### src/rtl/callstack_pkg.sv
package callstack_pkg;
  parameter int PC_W    = 16;
  parameter int DEPTH   = 8;
  parameter int NUM_SRC = 4;
  localparam int SP_W   = $clog2(DEPTH + 1);
  localparam int IDX_W  = $clog2(DEPTH);
  localparam int SRC_W  = $clog2(NUM_SRC);

  typedef struct packed {
    logic             push;
    logic             pop;
    logic             useVector;
    logic [SRC_W-1:0] srcSel;
    logic             ovf;
    logic             unf;
  } stackCmd_t;
endpackage

### src/rtl/callstack_ctrl.sv
module callstack_ctrl
  import callstack_pkg::*;
(
  input  logic               clk,
  input  logic               rstN,
  input  logic               callStb,
  input  logic               retStb,
  input  logic               retiStb,
  input  logic               boundary,
  input  logic [NUM_SRC-1:0] irqReq,
  input  logic               stackFull,
  input  logic               stackEmpty,
  output stackCmd_t          cmd,
  output logic               maskOut
);
  logic             maskQ;
  logic             anyReq;
  logic [SRC_W-1:0] winIdx;
  logic             takeIrq;
  logic             setMask;
  logic             clrMask;

  // lowest-numbered pending source wins
  always_comb begin
    anyReq = |irqReq;
    winIdx = '0;
    for (int i = NUM_SRC - 1; i >= 0; i--) begin
      if (irqReq[i]) winIdx = SRC_W'(i);
    end
  end

  assign takeIrq = boundary && !maskQ && anyReq && !callStb && !retStb && !retiStb;

  always_comb begin
    cmd     = '0;
    setMask = 1'b0;
    clrMask = 1'b0;
    if (callStb) begin
      cmd.push = !stackFull;
      cmd.ovf  = stackFull;
    end else if (retStb) begin
      cmd.pop = !stackEmpty;
      cmd.unf = stackEmpty;
    end else if (retiStb) begin
      cmd.pop = !stackEmpty;
      cmd.unf = stackEmpty;
      clrMask = !stackEmpty;
    end else if (takeIrq) begin
      cmd.push      = !stackFull;
      cmd.ovf       = stackFull;
      cmd.useVector = 1'b1;
      cmd.srcSel    = winIdx;
      setMask       = !stackFull;
    end
  end

  always_ff @(posedge clk) begin
    if (!rstN)        maskQ <= 1'b0;
    else if (setMask) maskQ <= 1'b1;
    else if (clrMask) maskQ <= 1'b0;
  end

  assign maskOut = maskQ;
endmodule

### src/rtl/callstack_dp.sv
module callstack_dp
  import callstack_pkg::*;
(
  input  logic             clk,
  input  logic             rstN,
  input  stackCmd_t        cmd,
  input  logic [PC_W-1:0]  pcIn,
  input  logic [PC_W-1:0]  target,
  input  logic             vecWe,
  input  logic [SRC_W-1:0] vecIdx,
  input  logic [PC_W-1:0]  vecData,
  output logic             stackFull,
  output logic             stackEmpty,
  output logic [PC_W-1:0]  pcOut,
  output logic             pcLoad,
  output logic             overflow,
  output logic             underflow
);
  localparam logic [SP_W-1:0] FULL_LVL = SP_W'(DEPTH);

  logic [SP_W-1:0]  sp;
  logic [PC_W-1:0]  mem [DEPTH];
  logic [PC_W-1:0]  vecTab [NUM_SRC];
  logic [IDX_W-1:0] wrPtr;
  logic [IDX_W-1:0] rdPtr;
  logic [PC_W-1:0]  pushDest;

  assign stackFull  = (sp == FULL_LVL);
  assign stackEmpty = (sp == '0);
  assign wrPtr      = sp[IDX_W-1:0];
  assign rdPtr      = IDX_W'(sp - 1'b1);
  assign pushDest   = cmd.useVector ? vecTab[cmd.srcSel] : target;

  genvar g;
  generate
    for (g = 0; g < NUM_SRC; g++) begin : gVec
      always_ff @(posedge clk) begin
        if (!rstN)                             vecTab[g] <= '0;
        else if (vecWe && vecIdx == SRC_W'(g)) vecTab[g] <= vecData;
      end
    end
  endgenerate

  always_ff @(posedge clk) begin
    if (cmd.push) mem[wrPtr] <= pcIn;
  end

  always_ff @(posedge clk) begin
    if (!rstN) begin
      sp        <= '0;
      pcOut     <= '0;
      pcLoad    <= 1'b0;
      overflow  <= 1'b0;
      underflow <= 1'b0;
    end else begin
      pcLoad    <= cmd.push || cmd.pop;
      overflow  <= cmd.ovf;
      underflow <= cmd.unf;
      if (cmd.push) begin
        sp    <= sp + 1'b1;
        pcOut <= pushDest;
      end else if (cmd.pop) begin
        sp    <= sp - 1'b1;
        pcOut <= mem[rdPtr];
      end
    end
  end
endmodule

### src/rtl/callstack_unit.sv
module callstack_unit
  import callstack_pkg::*;
(
  input  logic               clk,
  input  logic               rstN,
  input  logic [PC_W-1:0]    pcIn,
  input  logic               callStb,
  input  logic               retStb,
  input  logic               retiStb,
  input  logic [PC_W-1:0]    target,
  input  logic               boundary,
  input  logic [NUM_SRC-1:0] irqReq,
  input  logic               vecWe,
  input  logic [SRC_W-1:0]   vecIdx,
  input  logic [PC_W-1:0]    vecData,
  output logic [PC_W-1:0]    pcOut,
  output logic               pcLoad,
  output logic               intDisable,
  output logic               overflow,
  output logic               underflow
);
  stackCmd_t cmd;
  logic      stackFull;
  logic      stackEmpty;

  callstack_ctrl uCtrl (
    .clk(clk), .rstN(rstN), .callStb(callStb), .retStb(retStb),
    .retiStb(retiStb), .boundary(boundary), .irqReq(irqReq),
    .stackFull(stackFull), .stackEmpty(stackEmpty), .cmd(cmd),
    .maskOut(intDisable)
  );

  callstack_dp uDp (
    .clk(clk), .rstN(rstN), .cmd(cmd), .pcIn(pcIn), .target(target),
    .vecWe(vecWe), .vecIdx(vecIdx), .vecData(vecData),
    .stackFull(stackFull), .stackEmpty(stackEmpty), .pcOut(pcOut),
    .pcLoad(pcLoad), .overflow(overflow), .underflow(underflow)
  );
endmodule

### config.mk
export PLATFORM = sky130hd
export DESIGN_NAME = callstack_unit
export DESIGN_NICKNAME = d
export VERILOG_FILES = /design/src/rtl/callstack_pkg.sv /design/src/rtl/callstack_ctrl.sv /design/src/rtl/callstack_dp.sv /design/src/rtl/callstack_unit.sv
export SDC_FILE = /design/constraint.sdc
export NUM_CORES = 1
export LEC_CHECK = 0
export BUFFER_PORTS_ARGS = -buffer_cell sky130_fd_sc_hd__buf_2
export CAP_MARGIN = 20
export CORE_MARGIN = 2
export CORE_UTILIZATION = 45
export DETAILED_ROUTE_END_ITERATION = 7
export SKIP_LAST_GASP = 1
export SYNTH_ARGS = -nofsm -noshare
export SYNTH_HDL_FRONTEND = slang
export SYNTH_HIERARCHICAL = 1
export SYNTH_SLANG_ARGS = --single-unit
export TNS_END_PERCENT = 50
### constraint.sdc
create_clock -name clk -period 5.9 [get_ports clk]
set_input_delay 0.59 -clock clk [delete_from_list [all_inputs] [get_ports clk]]
set_output_delay 0.59 -clock clk [all_outputs]
set_load 0.05 [all_outputs]
==> results.tsv <==
metric	value	unit
outcome	completed	
clkPwrFrac	0.386	
hold_class	in2reg	
wl_met2	10500	um
cts_root_buffer	clkbuf_16	
rsz0062_at_grt	false	
clk_pin_slew_worst_paths	0.06	ns
grt_pass1_wl	30900	um
peakVddDrop	0.000259	V
grt_start_max_net_pins	38	
ant_nets	0	
synth_compound_area_frac	0.0437	
fp.dieArea	0.0213	sq mm
tightestPinTransition	0.968	ns
cts_made_buffers	24	
most-common-layout-cells	192 x edfxtp_1, 80 x buf_2, 68 x and2_1, 54 x mux2i_1, 29 x a21oi_1	
maxSlewHeadroom	0.353	
placementRows	51	
grt.total_usage	0.191	
yosys.area_share.xor_xnor	0.00401	
synth_seq_area_share	0.690	
syn_nets	657	
fin_crit_sh	0.478	
grt-ovfl-total	0	
synth-simple-area-share	0.119	
cts_tree	built	
grt_pass1_vias	5395	
fin_setup_tns	0	ns
power_density	362	mW/mm^2
antenna_found_initial	2	
io_pins	81	
syn_avg_cell_area	15.2	sq um
gp_congestion	0.771	
fill_cells	1587	
instances_no_fill	973	
drive_gt1_frac	0.229	
synth_cell_type_count	46	
coreArea	0.0196	sq mm
synth_warnings	6	
crit_type	reg2reg	
power.share.sequential	0.473	
maxCapViolations	0	
clockBufferDepth	3	
synth_top_family_by_area	simple AND/OR/NAND/NOR gates	
synthMuxAreaShare	0.116	
drt-vias-per-instance	5.42	
cp.arrival	3.27	ns
final_max_slew_viol_count	0	
ys_seq_elements	216	
max_freq	0.354	GHz
synth_edf_count	192	
cts.repair.resized	0	
dp_hpwl	13200	um
wirelength	20300	um
portBuffers	80	
postCtsSetupRepairBufs	0	
finClkSkew	0.0132	ns
dr.first_iter.drc_count	381	
critPathRequiredTime	6.34	ns
hold_viol_final	0	
clkSinkCount	216	
via_count	5270	
drc	0	
setup_viol	0	
leakage	3.73	nW
highest_layer	met5	
syn_area	0.00905	sq mm
dieWidth	146	um
switching_share	0.246	
start_util	0.462	
drt-pass1-iter-count	4	
worstSetupEndpointType	register	
postSynthCellCount	594	
post-route-min-period	2.82	ns
met1Wirelength	8370	um
crit_fanout	30	
insertion_delay	0.50	ns
layout_commonest_cell	edfxtp_1	
ys_async_sr_fraction	0	
intPower	2.89	mW
placedCellCount	927	
ctsHtreeMaxLevel	1	
syn2layout_area_growth	17.0	%
startpoint_type	register	
die_h	146	um
comb_power_share	0.140	
ys.flop_type	edfxtp_1	
synthAdderAreaFrac	0.00277	
wl_met3	995	um
power_switching	942	uW
wl_per_cell	20.9	um
postCtsHoldBufs	0	
layout.nets	752	
## registers in the layout, indices dropped and copies added, names as in the netlist
name,cells
uDp/pcLoad,1
uDp/mem,128
uDp/overflow,1
uCtrl/maskOut,1
uDp/underflow,1
uDp/sp,4
uDp/vecTab,64
uDp/pcOut,16
## layer usage
metal	vias to the layer above	GRT usage
li1	2457	-
met1	2638	0.246
met2	139	0.328
met3	34	0.0335
met4	2	0.0657
met5	-	0
## power groups by stage
stage	combinational [mW]	sequential, mW	clock [mW]
final	0.537	1.81	1.48
after global routing	0.577	1.82	1.58
after CTS	0.541	1.81	1.51
after detailed placement	0.542	1.85	0
after global placement	0.534	1.84	0
after floorplan	0.311	1.90	0
## final timing paths
kind                                                    to                  startpoint  slack, ns  cells after the start
worst min-delay path             uDp/pcOut[5]$_SDFFE_PN0P_                   target[5]       0.33                      3
worst min register to register  uCtrl/maskOut$_SDFFE_PN0P_  uCtrl/maskOut$_SDFFE_PN0P_       0.50                      2
worst max-delay path             uDp/pcOut[1]$_SDFFE_PN0P_      uDp/sp[1]$_SDFFE_PN0P_       3.08                      9
worst max register to register   uDp/pcOut[1]$_SDFFE_PN0P_      uDp/sp[1]$_SDFFE_PN0P_       3.08                      9
## per-stage QoR
stage	total power, mW	area [sq um]	util	setup slack, ns	hold slack, ns
5_1_grt	3.98	10600	0.540	2.87	0.331
3_3_place_gp	2.37	9740	0.497	2.93	0.469
6_report	3.83	10600	0.540	3.08	0.326
2_1_floorplan	2.22	9050	-	2.52	0.523
4_1_cts	3.86	10600	0.540	3.10	0.321
3_5_place_dp	2.39	9770	0.499	2.91	0.496
## worst max-delay path, stage by stage, from the launching register on
cell and delay [ns]:
dfxtp_1 0.50, inv_1 0.11, ha_2 0.25, and3b_1 0.22, nor2_2 0.10, buf_4 0.32, nand4b_1 0.60, o22ai_1 0.42
a21oi_1 0.11, nand3_1 0.13
## cells by family after synthesis
family,Yosys count
XOR/XNOR,2
flip-flops,216
multiplexers,76
buffers and inverters,39
AO/OA/AOI/OAI,67
AND/OR/NAND/NOR,192
adder cells (fa/ha/maj),2
## cell type report
| class | instances | area, sq um | area share |
|---|---|---|---|
| Multi-Input combinational cell | 339 | 2610 | 0.246 |
| Timing Repair Buffer | 101 | 569 | 0.0538 |
| Clock inverter | 6 | 78.8 | 0.00745 |
| Sequential cell | 216 | 6250 | 0.590 |
| Antenna cell | 1 | 2.50 | 0.000236 |
| Tap cell | 265 | 332 | 0.0313 |
| Inverter | 7 | 26.3 | 0.00248 |
| Clock buffer | 38 | 724 | 0.0684 |
## cell usage after synthesis, types with 2 or more instances
cell / n / area (sq um)
inv_1: 7 / 26.3
dfxtp_1: 24 / 480
o211ai_1: 4 / 30.0
nand3_1: 28 / 140
mux4_1: 6 / 158
nor2b_1: 5 / 31.3
buf_2: 16 / 80.1
clkbuf_1: 8 / 30.0
buf_4: 5 / 37.5
nor3_1: 19 / 95.1
ha_1: 2 / 25.0
nor2_1: 15 / 56.3
o21ai_0: 9 / 45.0
nor3b_1: 3 / 22.5
a31oi_1: 2 / 12.5
a21oi_1: 29 / 145
nand2_1: 26 / 97.6
nand3b_1: 13 / 97.6
and2_1: 68 / 425
nor4_1: 2 / 12.5
mux2i_1: 54 / 541
o22ai_1: 16 / 100
mux4_2: 15 / 338
nand2b_1: 4 / 25.0
and3b_1: 2 / 17.5
edfxtp_1: 192 / 5770
Note: power is estimated with default switching activity, not from simulation.
